$ cat src/rtl/irq_pkg.sv
package irq_pkg;
  localparam int VEC_W = 16;
  localparam logic [VEC_W-1:0] DEF_VECTOR = 16'hFFEE;

  typedef enum logic [1:0] {
    MOP_HOLD = 2'd0,
    MOP_ACK  = 2'd1,
    MOP_RTI  = 2'd2,
    MOP_WR   = 2'd3
  } mask_op_e;
endpackage

$ cat src/rtl/irq_pin_sync.sv
module irq_pin_sync #(
  parameter int STAGES = 2
) (
  input  logic clk,
  input  logic rst,
  input  logic pin,
  output logic rise
);
  logic [STAGES-1:0] chain;
  logic              prev;

  generate
    if (STAGES == 1) begin : g_single
      always_ff @(posedge clk) begin
        if (rst) chain <= '0;
        else     chain <= pin;
      end
    end else begin : g_multi
      always_ff @(posedge clk) begin
        if (rst) chain <= '0;
        else     chain <= {chain[STAGES-2:0], pin};
      end
    end
  endgenerate

  always_ff @(posedge clk) begin
    if (rst) prev <= 1'b0;
    else     prev <= chain[STAGES-1];
  end

  assign rise = chain[STAGES-1] & ~prev;
endmodule

$ cat src/rtl/irq_flag.sv
module irq_flag (
  input  logic clk,
  input  logic rst,
  input  logic rise,
  input  logic arm,
  input  logic clr,
  output logic flag
);
  logic set_evt;

  assign set_evt = rise & arm;

  always_ff @(posedge clk) begin
    if (rst)          flag <= 1'b0;
    else if (set_evt) flag <= 1'b1;
    else if (clr)     flag <= 1'b0;
  end
endmodule

$ cat src/rtl/irq_mask_ctl.sv
module irq_mask_ctl
  import irq_pkg::*;
(
  input  logic clk,
  input  logic rst,
  input  logic ack,
  input  logic rti,
  input  logic wr,
  input  logic wr_d,
  output logic mask,
  output logic saved
);
  mask_op_e op;

  always_comb begin
    if (ack)      op = MOP_ACK;
    else if (rti) op = MOP_RTI;
    else if (wr)  op = MOP_WR;
    else          op = MOP_HOLD;
  end

  always_ff @(posedge clk) begin
    if (rst) begin
      mask  <= 1'b1;
      saved <= 1'b1;
    end else begin
      case (op)
        MOP_ACK: begin
          saved <= mask;
          mask  <= 1'b1;
        end
        MOP_RTI: mask <= saved;
        MOP_WR:  mask <= wr_d;
        default: mask <= mask;
      endcase
    end
  end
endmodule

$ cat src/rtl/irq_edge_path.sv
module irq_edge_path
  import irq_pkg::*;
#(
  parameter int               SYNC_STAGES = 2,
  parameter logic [VEC_W-1:0] VECTOR      = DEF_VECTOR
) (
  input  logic             clk,
  input  logic             rst,
  input  logic             pin_in,
  input  logic             ctl_we,
  input  logic             ctl_arm,
  input  logic             ctl_en,
  input  logic             flag_clr,
  input  logic             mask_we,
  input  logic             mask_d,
  input  logic             irq_ack,
  input  logic             irq_rti,
  output logic             irq_req,
  output logic [VEC_W-1:0] irq_vector,
  output logic             stat_flag,
  output logic             stat_mask,
  output logic             stat_arm,
  output logic             stat_en
);
  logic rise_w;
  logic flag_w;
  logic mask_w;
  logic saved_w;
  logic arm_q;
  logic en_q;
  logic req_q;

  irq_pin_sync #(.STAGES(SYNC_STAGES)) u_sync (
    .clk (clk),
    .rst (rst),
    .pin (pin_in),
    .rise(rise_w)
  );

  irq_flag u_flag (
    .clk (clk),
    .rst (rst),
    .rise(rise_w),
    .arm (arm_q),
    .clr (flag_clr),
    .flag(flag_w)
  );

  irq_mask_ctl u_mask (
    .clk  (clk),
    .rst  (rst),
    .ack  (irq_ack),
    .rti  (irq_rti),
    .wr   (mask_we),
    .wr_d (mask_d),
    .mask (mask_w),
    .saved(saved_w)
  );

  always_ff @(posedge clk) begin
    if (rst) begin
      arm_q <= 1'b0;
      en_q  <= 1'b0;
    end else if (ctl_we) begin
      arm_q <= ctl_arm;
      en_q  <= ctl_en;
    end
  end

  always_ff @(posedge clk) begin
    if (rst) req_q <= 1'b0;
    else     req_q <= flag_w & en_q & ~mask_w & ~irq_ack;
  end

  assign irq_req    = req_q;
  assign irq_vector = VECTOR;
  assign stat_flag  = flag_w;
  assign stat_mask  = mask_w;
  assign stat_arm   = arm_q;
  assign stat_en    = en_q;
endmodule

$ cat config.mk
export PLATFORM = sky130hd
export DESIGN_NAME = irq_edge_path
export DESIGN_NICKNAME = d
export VERILOG_FILES = /design/src/rtl/irq_pkg.sv /design/src/rtl/irq_pin_sync.sv /design/src/rtl/irq_flag.sv /design/src/rtl/irq_mask_ctl.sv /design/src/rtl/irq_edge_path.sv
export SDC_FILE = /design/constraint.sdc
export NUM_CORES = 1
export LEC_CHECK = 0
export ABC_AREA = 1
export BUFFER_PORTS_ARGS = -buffer_cell sky130_fd_sc_hd__buf_2
export CAP_MARGIN = 20
export CORE_UTILIZATION = 30
export CTS_CLUSTER_DIAMETER = 30
export DETAILED_ROUTE_END_ITERATION = 10
export PLACE_DENSITY = 0.7
export SLEW_MARGIN = 20
export SYNTH_ARGS = -nofsm -noshare
export SYNTH_HDL_FRONTEND = slang
export SYNTH_SLANG_ARGS = --single-unit
$ cat constraint.sdc
create_clock -name clk -period 1.55 [get_ports clk]
set_clock_uncertainty 0.2 [all_clocks]
set_input_delay 0.155 -clock clk [delete_from_list [all_inputs] [get_ports clk]]
set_output_delay 0.155 -clock clk [all_outputs]
set_load 0.005 [all_outputs]
# Yosys cells after proc, flatten, opt, wreduce, memory -nomap -nowiden
# Cells that the tools add are included.
# totals
in_bits,11
out_inout_bits,21
reg_bits,9
# op_classes
reduce_logical,2
bitwise,8
eq_ne,3
n_mux,6
# op_table
cell,n
$mux W2,3
$and A1 B1 Y1,5
$eq A2 B2 Y1 const B,2
$not A1 Y1,3
$pmux W1 S3,1
$reduce_bool A3 Y1,1
$eq A2 B1 Y1 const B,1
$mux W1,2
$reduce_bool A2 Y1,1

# Logic depth before layout (Yosys ltp)
# depth
word_depth,5
depth_mapped,4
mapped_depth_nobuf,4

# Modules after synthesis
# From an unflattened synthesis, not the netlist that was laid out.
# unflattened
hier_cells,68
hier_area_um2,481.7
# modules_own_cells
mod,instances,area_per_inst_um2,cells_each
irq_edge_path,1,246.5,35
irq_mask_ctl,1,108.9,18
irq_pin_sync,1,86.3,10
irq_flag,1,40.0,5

# Least setup slack after synthesis
# Ideal clock, no wire load.
# synth_path
kind,reg2reg
start,register u_mask.mask (netlist name)
end,register u_mask.mask
required_ns,1.237
setup_ns,0.113
arrival_time_ns,0.517
setup_slack_ns,0.720
stages_incl_launch_ff,5
cell_sequence,dfxtp_1 > inv_1 > nand2_1 > nand3b_1 > nand2_1
# synth_lines
element,line_no,text
"end signal, assigned",irq_mask_ctl.sv:32,MOP_RTI: mask <= saved;
"end signal, assigned",irq_mask_ctl.sv:33,MOP_WR: mask <= wr_d;
"end signal, assigned",irq_mask_ctl.sv:34,default: mask <= mask;
"end, declared",irq_mask_ctl.sv:10,"output logic mask,"

# Worst setup path in the final report
# layout_path
start,input rst
end,register u_sync.chain[0]
# layout_lines
element,line_no,text
"start, declared",irq_edge_path.sv:8,"input logic rst,"
"end signal, assigned",irq_pin_sync.sv:21,"else chain <= {chain[STAGES-2:0], pin};"
"end, declared",irq_pin_sync.sv:9,logic [STAGES-1:0] chain;
# No word-level cell between the ends.

==> impl_metrics.toml <==
[placement]
place_area_um2 = 484
io_buffer_count = 15
hpwl_um = 519
place.gp.congestion = 0.791

[critical_path]
worstPathArrival_ps = 1450
ff2ff_setup_slack_ps = 190
cp_max_fo = 6
critPathKind = "in -> reg"
cp-end-kind = "register"
crit_path_start_kind = "input port"
cp.required_ps = 1490

[clock_tree]
cts_root_buf = "clkbuf_4"
cts_tree = "done"
cts_sinks = 9
cts.path.max_buffers = 2
cts_buffers = 3
htree_num_levels = 1
insertion_delay_ps = 250
clk_pin_slew_ps = 60

[final_layout]
layout-drive-gt1-share_pct = 20.5
final_nets = 100
layout_common_cells = "conb_1 (16), buf_2 (13), inv_1 (11), dlygate4sd3_1 (11), dfxtp_1 (9)"
antenna_cells = 0
final_area_um2 = 611
final_common_cell = "conb_1"
n_fill_cell = 152
area_growth_pct = 33.3

[pwr]
cellLeakagePower_nw = 0.341
powerDensity_mw_per_mm2 = 802
vdd_drop_max_mv = 0.418

[global_route]
grt_pass1_wl_mm = 1.19
grt_max_degree = 7
overflow = 0
antenna_found_initial = 0
grtUsageTotal_pct = 11.9
grt_pass1_vias = 331

[floorplan]
core_area_mm2 = 0.00137
dieWidth_um = 41.1
die_area_mm2 = 0.00169
start_util_pct = 33.5
fp-row-count = 13
die_h_um = 41.1
io_pins = 32

[logic_synthesis]
synth-compound-area-share_pct = 5.46
synthCells = 62
synth_adder_area_share_pct = 0
synthSimpleGateAreaFrac_pct = 17.5
yosysUniqueCellTypes = 12
yosysSeqAreaShare_pct = 39.3
synth_area_um2 = 458
synth.avg_cell_area_um2 = 7.39
synth_top_family_by_area = "buffers and inverters"
yosysWarnings = 0
yosys.area_share.xor_xnor_pct = 0
ys_ff_latch = 9
synthMuxAreaShare_pct = 0

[timing]
rsz0062_at_grt = "false"
slew_violations = 0
tns_ps = 0
hold_viol = 0
fin_crit_sh_pct = 97.4
period_minus_slack_ps = 1510
fmax_mhz = 662
setup_viol = 0

[detailed_routing]
vias = 384
first_pass_iters = 2
drc = 0
routedWlPerCell_um = 7.25
drt_iter0_markers = 2
drt-total-wl_um = 747
ant_nets = 0
via_per_inst = 3.73

[status]
status = "finished, final reports clean"

[job]
maxCapViolations = 0

[worst_hold_path]
hp-class = "reg -> reg"
-- path summary, 6_finish.rpt --
kind	cells past startpoint	endpoint	startpoint
setup reg to reg	3	u_flag.flag	stat_arm
hold / removal	2	u_sync.chain[1]	u_sync.chain[0]
hold reg to reg	2	u_sync.chain[1]	u_sync.chain[0]
setup / recovery	3	u_sync.chain[0]	rst
-- synth_stat cells --
cell / count / area [um2]
conb_1: 2 / 7.51
a21oi_1: 2 / 10.0
o21ai_0: 3 / 15.0
dfxtp_1: 9 / 180
inv_2: 1 / 3.75
inv_1: 11 / 41.3
buf_4: 16 / 120
nand3b_1: 1 / 7.51
nand3_1: 2 / 10.0
nor2_1: 8 / 30.0
nand2_1: 6 / 22.5
nand3_2: 1 / 10.0
-- state kept, by name (all words and copies together) (netlist names) --
signal,flops
u_sync.chain,2
stat_en,1
stat_arm,1
u_mask.mask,1
irq_req,1
u_flag.flag,1
u_mask.saved,1
u_sync.prev,1
-- layer usage --
metal  track usage, %  wire, um  vias up
met5                0         0        -
met3             8.15        86        0
met1             10.4       317      158
li1                 -         -      200
met4             7.50         0        0
met2             19.5       343       26
-- timing repair --
action                                  4_1_cts  5_1_grt
gates resized for setup                       0        0
hold endpoints to repair                      9        0
buffers inserted                              0        0
endpoints found under the setup margin        0        2
hold buffers                                 11        0
-- critical path, stage by stage --
cell,delay [ps]
dlygate4sd3_1,670
nor2_1,80
dlygate4sd3_1,550
-- logic make-up (layout without fill, tap and decap cells) --
logic type             count (synthesis)  in the layout
AO/OA/AOI/OAI                          5              5
buffers and inverters                 28             40
flip-flops                             9              9
other                                  2             16
AND/OR/NAND/NOR                       18             18
-- per-stage QoR --
step / utilization [%] / worst slack (ps) / instances / power [mW] / hold WS, ps
6_report: 44.7 / 40.1 / 103 / 0.490 / 206
3_3_place_gp: 35.4 / 688 / 90 / 0.301 / 162
2_1_floorplan: - / 720 / 76 / 0.308 / 24.1
3_5_place_dp: 35.4 / 685 / 90 / 0.302 / 170
5_1_grt: 44.7 / 8.72 / 103 / 0.528 / 232
4_1_cts: 45.4 / 30.9 / 105 / 0.501 / 210
-- where the power goes --
part	switching [mW]	total [mW]	internal, mW
Sequential	0.00499	0.246	0.241
Combinational	0.0328	0.0686	0.0359
Clock	0.0761	0.175	0.0988
Total	0.114	0.490	0.376
-- area by class of cell --
cell class | count | area (um2) | share of cell area, %
multi-input combinational | 39 | 165 | 27.0
inverter | 12 | 45.0 | 7.38
clock buffer | 4 | 26.3 | 4.30
sequential | 9 | 180 | 29.5
timing repair buffer | 24 | 175 | 28.7
tap | 15 | 18.8 | 3.07
No activity file was read; power rests on OpenSTA's default activity.
